--- src/rtl/phase_trig_pkg.sv ---
package phase_trig_pkg;

    typedef enum logic [1:0] {
        EDGE_OFF  = 2'd0,
        EDGE_RISE = 2'd1,
        EDGE_FALL = 2'd2,
        EDGE_BOTH = 2'd3
    } edge_mode_e;

    typedef enum logic {
        ST_IDLE  = 1'b0,
        ST_ARMED = 1'b1
    } arm_state_e;

endpackage

--- src/rtl/pt_hyst_det.sv ---
module pt_hyst_det #(
    parameter int W = 14
) (
    input  logic         clk,
    input  logic         rst_n,
    input  logic [W-1:0] sig,
    input  logic [W-1:0] thr,
    input  logic [W-1:0] hyst,
    output logic         rise_x,
    output logic         fall_x
);
    localparam int XW = W + 2;

    logic signed [XW-1:0] s_x, t_x, h_x, lo_x, hi_x;
    logic                 rise_rdy_q, fall_rdy_q;

    assign s_x  = {{2{sig[W-1]}}, sig};
    assign t_x  = {{2{thr[W-1]}}, thr};
    assign h_x  = {2'b00, hyst};
    assign lo_x = t_x - h_x;
    assign hi_x = t_x + h_x;

    assign rise_x = rise_rdy_q && (s_x >= t_x);
    assign fall_x = fall_rdy_q && (s_x <= t_x);

    always_ff @(posedge clk or negedge rst_n) begin
        if (!rst_n) begin
            rise_rdy_q <= 1'b0;
            fall_rdy_q <= 1'b0;
        end else begin
            if (s_x < lo_x)  rise_rdy_q <= 1'b1;
            else if (rise_x) rise_rdy_q <= 1'b0;
            if (s_x > hi_x)  fall_rdy_q <= 1'b1;
            else if (fall_x) fall_rdy_q <= 1'b0;
        end
    end
endmodule

--- src/rtl/pt_ctrl.sv ---
module pt_ctrl
    import phase_trig_pkg::*;
(
    input  logic       clk,
    input  logic       rst_n,
    input  logic [1:0] edge_mode,
    input  logic       arm_set,
    input  logic       auto_rearm,
    input  logic       rise_x,
    input  logic       fall_x,
    output logic       armed,
    output logic       hit
);
    arm_state_e state_q, state_d;
    edge_mode_e mode;
    logic       evt;

    assign mode = edge_mode_e'(edge_mode);

    always_ff @(posedge clk or negedge rst_n) begin
        if (!rst_n) state_q <= ST_IDLE;
        else        state_q <= state_d;
    end

    always_comb begin
        unique case (mode)
            EDGE_OFF:  evt = 1'b0;
            EDGE_RISE: evt = rise_x;
            EDGE_FALL: evt = fall_x;
            EDGE_BOTH: evt = rise_x | fall_x;
        endcase
        armed   = (state_q == ST_ARMED);
        hit     = 1'b0;
        state_d = state_q;
        unique case (state_q)
            ST_IDLE: begin
                if (arm_set) state_d = ST_ARMED;
            end
            ST_ARMED: begin
                hit = evt;
                if (evt && !auto_rearm && !arm_set) state_d = ST_IDLE;
            end
        endcase
    end
endmodule

--- src/rtl/pt_capture.sv ---
module pt_capture #(
    parameter int W    = 14,
    parameter int TS_W = 32
) (
    input  logic            clk,
    input  logic            rst_n,
    input  logic            hit,
    input  logic [W-1:0]    phase_in,
    output logic            fire_q,
    output logic [W-1:0]    cap_q,
    output logic [TS_W-1:0] ts_q
);
    logic [TS_W-1:0] cnt_q;

    always_ff @(posedge clk or negedge rst_n) begin
        if (!rst_n) begin
            cnt_q  <= '0;
            fire_q <= 1'b0;
            cap_q  <= '0;
            ts_q   <= '0;
        end else begin
            cnt_q  <= cnt_q + 1'b1;
            fire_q <= hit;
            if (hit) begin
                cap_q <= phase_in;
                ts_q  <= cnt_q;
            end
        end
    end
endmodule

--- src/rtl/pt_phase_fold.sv ---
module pt_phase_fold #(
    parameter int W = 14
) (
    input  logic [W-1:0] cap,
    input  logic [W-1:0] offset,
    input  logic         abs_en,
    output logic [W-1:0] res
);
    localparam logic [W-1:0] MOST_NEG = {1'b1, {(W-1){1'b0}}};
    localparam logic [W-1:0] MOST_POS = {1'b0, {(W-1){1'b1}}};

    logic [W-1:0] sum;

    assign sum = cap + offset;

    always_comb begin
        if (abs_en && sum[W-1]) begin
            if (sum == MOST_NEG) res = MOST_POS;
            else                 res = ~sum + 1'b1;
        end else begin
            res = sum;
        end
    end
endmodule

--- src/rtl/phase_trigger.sv ---
module phase_trigger #(
    parameter int W    = 14,
    parameter int TS_W = 32
) (
    input  logic            clk,
    input  logic            rst_n,
    input  logic [W-1:0]    sig_in,
    input  logic [W-1:0]    threshold,
    input  logic [W-1:0]    hysteresis,
    input  logic [1:0]      edge_mode,
    input  logic            arm_set,
    input  logic            auto_rearm,
    input  logic            out_sel,
    input  logic [W-1:0]    phase_in,
    input  logic [W-1:0]    phase_offset,
    input  logic            abs_en,
    output logic            armed,
    output logic            fire,
    output logic [TS_W-1:0] timestamp,
    output logic [W-1:0]    trig_out
);
    localparam logic [W-1:0] FULL_POS = {1'b0, {(W-1){1'b1}}};

    logic         rise_x, fall_x, hit;
    logic [W-1:0] cap, folded;

    pt_hyst_det #(.W(W)) u_det (
        .clk(clk), .rst_n(rst_n), .sig(sig_in), .thr(threshold),
        .hyst(hysteresis), .rise_x(rise_x), .fall_x(fall_x)
    );

    pt_ctrl u_ctrl (
        .clk(clk), .rst_n(rst_n), .edge_mode(edge_mode), .arm_set(arm_set),
        .auto_rearm(auto_rearm), .rise_x(rise_x), .fall_x(fall_x),
        .armed(armed), .hit(hit)
    );

    pt_capture #(.W(W), .TS_W(TS_W)) u_cap (
        .clk(clk), .rst_n(rst_n), .hit(hit), .phase_in(phase_in),
        .fire_q(fire), .cap_q(cap), .ts_q(timestamp)
    );

    pt_phase_fold #(.W(W)) u_fold (
        .cap(cap), .offset(phase_offset), .abs_en(abs_en), .res(folded)
    );

    assign trig_out = out_sel ? folded : (fire ? FULL_POS : '0);
endmodule

--- config.mk ---
export PLATFORM = sky130hd
export DESIGN_NAME = phase_trigger
export DESIGN_NICKNAME = d
export VERILOG_FILES = /design/src/rtl/phase_trig_pkg.sv /design/src/rtl/pt_hyst_det.sv /design/src/rtl/pt_ctrl.sv /design/src/rtl/pt_capture.sv /design/src/rtl/pt_phase_fold.sv /design/src/rtl/phase_trigger.sv
export SDC_FILE = /design/constraint.sdc
export NUM_CORES = 1
export LEC_CHECK = 0
export ABC_CLOCK_PERIOD_IN_PS = 5520
export BUFFER_PORTS_ARGS = -buffer_cell sky130_fd_sc_hd__buf_2
export CAP_MARGIN = 20
export CELL_PAD_IN_SITES_DETAIL_PLACEMENT = 1
export CELL_PAD_IN_SITES_GLOBAL_PLACEMENT = 2
export CORE_ASPECT_RATIO = 0.5
export CORE_UTILIZATION = 35
export CTS_BUF_LIST = sky130_fd_sc_hd__clkbuf_8
export CTS_CLUSTER_SIZE = 30
export DETAILED_ROUTE_END_ITERATION = 6
export PLACE_DENSITY = 0.8
export SYNTH_ARGS = -nofsm -noshare
export SYNTH_HDL_FRONTEND = slang
export SYNTH_SLANG_ARGS = --single-unit
--- constraint.sdc ---
create_clock -name clk -period 5.52 [get_ports clk]
set_input_delay 1.104 -clock clk [delete_from_list [all_inputs] [get_ports clk]]
set_output_delay 1.104 -clock clk [all_outputs]
set_load 0.02 [all_outputs]
# After elaboration in Yosys (flattened, before gate mapping)
# Cells that the tools add are included.
dict set report totals {
  regBits 82
  input_bits 78
  out_inout_bits 48
  elab_cells 46
}
dict set report op_classes {
  n_eq_ne 4
  bitwise 3
  reduce_logical 10
  n_addsub 5
  magnitude_cmp 4
  mux 13
}
# operator count
set ops {}
lappend ops {{$mux W14} 3}
lappend ops {{$add A32 B1 Y32 const B} 1}
lappend ops {{$add A14 B15 Y16} 1}
lappend ops {{$gt A14 B16 Y1} 1}
lappend ops {{$lt A14 B16 Y1} 1}
lappend ops {{$sub A14 B15 Y16} 1}
lappend ops {{$add A14 B1 Y14 const B} 1}
lappend ops {{$add A14 B14 Y14} 1}
lappend ops {{$eq A14 B14 Y1 const B} 1}
lappend ops {{$ge A14 B14 Y1} 1}
lappend ops {{$le A14 B14 Y1} 1}
lappend ops {{$not A14 Y14} 1}
lappend ops {{$mux W13} 1}
lappend ops {{$mux W1} 7}
lappend ops {{$logic_and A1 B1 Y1} 5}
lappend ops {{$eq A2 B2 Y1 const B} 2}
lappend ops {{$pmux W1 S4} 1}
lappend ops {{$reduce_bool A2 Y1} 2}
lappend ops {{$eq A2 B1 Y1 const B} 1}
lappend ops {{$logic_not A1 Y1} 2}
lappend ops {{$logic_not A2 Y1} 1}
lappend ops {{$pmux W1 S2} 1}
lappend ops {{$not A1 Y1} 1}
lappend ops {{$or A1 B1 Y1} 1}

# Depth between registers and ports, before layout
dict set report logic_depth {
  word_depth 8
  depth_mapped 19
  depth_no_buf 19
}

# Hierarchy
# From an unflattened synthesis, not the netlist that was laid out.
dict set report unflattened {
  cells_unflattened 748
  area_unflattened_um2 7173.1
}
# mod n_inst seq_area_each_um2 area_per_inst_um2 cells_each
set by_module_without_submodules {}
lappend by_module_without_submodules {pt_capture 1 1976.9 3191.8 225}
lappend by_module_without_submodules {pt_hyst_det 1 50.0 2628.8 351}
lappend by_module_without_submodules {pt_phase_fold 1 0.0 1129.8 150}
lappend by_module_without_submodules {phase_trigger 1 0.0 170.2 16}
lappend by_module_without_submodules {pt_ctrl 1 25.0 52.6 6}

# Least setup slack after synthesis
# OpenSTA, ideal clock, no wires.
dict set report synth_path {
  path_kind {in2out}
  from {input port phase_offset[0]}
  to {output port trig_out[1]}
  path_slack_ps 731
  t_arrival_ps 3685
  t_required_ps 4416
  n_path_buf 0
  stages 11
  cell_sequence {ha_1 > inv_1 > fa_1 > nor2b_1 > o2111ai_1 > and3_1 > or3_1 > o311ai_0 > and4b_1 > a2111oi_0 > a311oi_1}
}
dict set report synth_between {
  elab_chain_len 6
  elab_cells_between_ends 8
  cone_classes {add/sub (2); eq/ne (1); mux (3); bitwise (1); reduce/logical (1)}
}
# item line
set synth_lines {}
lappend synth_lines {{from (decl)} phase_trigger.sv:15} ;# input logic [W-1:0] phase_offset,
lappend synth_lines {{$add A14 B14 Y14 *} pt_phase_fold.sv:14} ;# assign sum = cap + offset;
lappend synth_lines {{$not A14 Y14} pt_phase_fold.sv:19} ;# else res = ~sum + 1'b1;
lappend synth_lines {{$add A14 B1 Y14} pt_phase_fold.sv:19}
lappend synth_lines {{$mux W14} pt_phase_fold.sv:18} ;# if (sum == MOST_NEG) res = MOST_POS;
lappend synth_lines {{$mux W14 *} pt_phase_fold.sv:17} ;# if (abs_en && sum[W-1]) begin
lappend synth_lines {{$mux W14 *} phase_trigger.sv:47} ;# assign trig_out = out_sel ? folded : (fire ? FULL_POS : '0);
lappend synth_lines {{to (decl)} phase_trigger.sv:20} ;# output logic [W-1:0] trig_out
# Every way passes the cells marked *; elsewhere a longest branch is shown, timed or not.

# Worst setup path in the final report
# Same ends and word-level chain as after synthesis.

==> results.md <==
- Crit end category: output port
- Seq/Total Area, Yosys: between 20 and 30%
- Area fraction of the dominant cell type after synthesis: ~28%
- Layout Skew: around 0.012 ns
- Critical Path RT: 4.42 ns
- Reg area: about 2100 µm²
- Setup Viol. Count Final: 0
- Cell Area, Synth: ~7300 µm²
- Remaining global-route overflow: 0
- Max-slew headroom: between 50% and 60%
- Max-cap check violation count: 0
- PwrDens: about 350 nW/µm²
- Vias per inst: around 5.6
- Inst Count DP: roughly 1100
- Total track usage: roughly a fifth
- 1st-iter DRT viols: about 250
- Core ar.: approximately 20000 µm²
- Clk sinks: between 80 and 90
- Layout cells sized above 1: between 10% and 20%
- DRC errors left: 0
- CP max FO: 4
- Startpoint Class: primary input
- Top-count cell post-synth: ha_1
- I/O pins: roughly 130
- Largest net degree at the start of global routing: 83
- Hold Path Class: reg -> reg
- CP peak stage delay: ~0.4 ns
- Synthesis warning total: 0
- Crit path DAT: around 4.0 ns
- Initial antenna violation count: 1
- Slowest CP cell: fa_1
- RSZ-0062 raised after global routing: no
- Num CTS Buffers: 9
- Yosys top cell by area: dfrtp_1
- Clock Pin Slew Worst Setup and Hold Paths: ~0.08 ns
- Cell variety after synth: 70
- Via count: about 6500
- Syn Area/Cell: ~9.3 µm²
- RD Place Congestion: around 0.83
- Post-synthesis cell count: 785
- Slew @ Worst Pin: about 0.69 ns
- Multi-input gate area: just under 5000 µm²
- Total design power: 2.91 mW
- Port bufs: 125
- Commonest cells post-synth: 89 x ha_1, 82 x dfrtp_1, 60 x inv_1
- Maximum clock frequency: 195 MHz
- Area growth from synthesis to layout: 15.8%
- Main synth FF type: dfrtp_1
- Root buf cell: clkbuf_8
- Max IR drop VDD: around 0.00014 V
- Setup CP Type: in -> out
- Post-synthesis net count: approximately 960
- Fin. Hold Viols: 0
- Final ANT Viol Nets: 0
- Fillers: between 2000 and 2500
- Post-CTS sizing: 0
- First-pass GRT wire length: 34800 µm
- Outcome: finished clean
- CTS hold repair buffers: 0
- Period utilization: 92.9%
- CTS tree: done
- FFs w/ async S/R, synth: between 90% and 100%
- Pleak: 4.01 nW
- Worst-skew pair later-pin latency: ~0.37 ns
- Slew Limit Fails: 0
- Clock Tree Buf Depth: 2
- Rows: 36
- Overall routed net length: around 20000 µm
- Post-synthesis register bit count: between 80 and 90
- Min Tclk post-route: 5.13 ns
- Core occupancy in the finished layout: approximately 42%
- Die Y-Extent: 104 µm
- Number of H-tree levels: 3
- Per-cell routed wire length: about 18 µm
- Most frequent CP cell: buf_2
- Die area: between 20000 and 25000 µm²
- First-pass DRT Iterations: 4
- Setup bufs post-CTS: 0
- Critical path cell sequence: buf_2, ha_1, inv_1, fa_1, nor2b_1, o2111ai_1, a31oi_1, o311a_1, nand3_1, and4b_1, a2111oi_0, a311oi_1, buf_2
- Number of synthesized flops with an enable pin: 0
- Starting Density: 36.6%
- Final TNS setup: 0 ns
- Number of global-route vias before repair: just under 7000
- DP HPWL: around 16000 µm
- Fin nets: around 1100
- Fin cells: ~1200
- Ranking of synthesized cells by area: dfrtp_1 28%, ha_1 15%, o2111a_1 7.3%, a221o_1 6.3%, xnor2_1 6.3%
- Die X: slightly above 200 µm
-- layout by cell type (no fill, tap or decap), types with 7 or more instances in the layout --
cell type,instances
ha_1,89
buf_4,7
nor3_1,17
buf_2,124
nand2_1,36
nor2_1,38
nand3_1,26
a21oi_1,34
clkbuf_8,10
and3_1,7
inv_1,61
o21ai_0,30
o2111a_1,47
or3_1,7
a21o_1,11
nand2b_1,11
a221o_1,46
dfrtp_1,82
o21a_1,9
nor2b_1,11
xnor2_1,52
xor2_1,17
nand4_1,14
-- per-stage QoR --
| stage | cell area [µm²] | worst slack, ns | hold slack, ns |
|---|---|---|---|
| 2_1_floorplan | 7280 | 0.731 | 0.468 |
| 3_3_place_gp | 8160 | 0.536 | 0.489 |
| 3_5_place_dp | 8180 | 0.271 | 0.498 |
| 4_1_cts | 8380 | 0.418 | 0.520 |
| 5_1_grt | 8440 | 0.0291 | 0.527 |
| 6_report | 8440 | 0.393 | 0.511 |
-- area by class of cell --
type / count / area share, %
antenna: 1 / 0.0297
clock buffer: 10 / 1.63
clock inverter: 6 / 0.771
inverter: 61 / 2.71
multi-input combinational: 602 / 57.7
sequential: 82 / 24.3
tap: 266 / 3.95
timing repair buffer: 134 / 8.87
-- power by group --
| group | total, mW | switching [mW] | internal (mW) | leakage, nW |
|---|---|---|---|---|
| clock network | 0.452 | 0.230 | 0.222 | 0.108 |
| registers | 0.750 | 0.0673 | 0.683 | 1.07 |
| logic | 1.71 | 1.02 | 0.689 | 2.83 |
-- kinds of logic after synthesis --
kind of cell,count (synthesis),share of synthesized area [%]
AOI/OAI and AO/OA,239,27.2
and+or+nand+nor,202,14.9
buffers and inverters,101,5.26
adders and majority gates,92,16.1
DFF,82,28.2
xor gates and xnor gates,69,8.30
-- flip-flops by register name, indices dropped and copies added, names as in the netlist --
name / flops
u_det.rise_rdy_q: 1
u_cap.fire_q: 1
u_ctrl.armed: 1
u_cap.cnt_q: 32
u_det.fall_rdy_q: 1
u_cap.cap_q: 14
u_cap.ts_q: 32
-- path summary, 6_finish.rpt --
check,startpoint,to,slack (ns),depth (start not counted)
min,u_cap.ts_q[24]$_DFFE_PN0P_,u_cap.ts_q[24]$_DFFE_PN0P_,0.51,1
max reg2reg,u_cap.cnt_q[2]$_DFF_PN0_,u_cap.cnt_q[31]$_DFF_PN0_,2.89,8
max,phase_offset[0],trig_out[1],0.39,13
min in group asynchronous,rst_n,u_det.fall_rdy_q$_DFFE_PN0P_,0.57,1
min reg2reg,u_cap.ts_q[24]$_DFFE_PN0P_,u_cap.ts_q[24]$_DFFE_PN0P_,0.51,1
max in group asynchronous,rst_n,u_cap.cnt_q[5]$_DFF_PN0_,4.36,2
-- per-layer routing --
metal / global-route usage, % / vias up / share of wire (%)
met5: 0 / - / 0
met4: 4.57 / 0 / 1.0
met3: 2.13 / 14 / 3.1
met2: 34.0 / 100 / 48
met1: 26.0 / 3156 / 48
li1: - / 3197 / -
-- critical path: cells and delay by family --
kind / cells / cell delay (ns)
compound gates: 5 / 1.26
fa+ha+maj: 2 / 0.55
buf+inv: 3 / 0.35
simple gates: 3 / 0.74
Note: power is estimated with default switching activity, not from simulation.
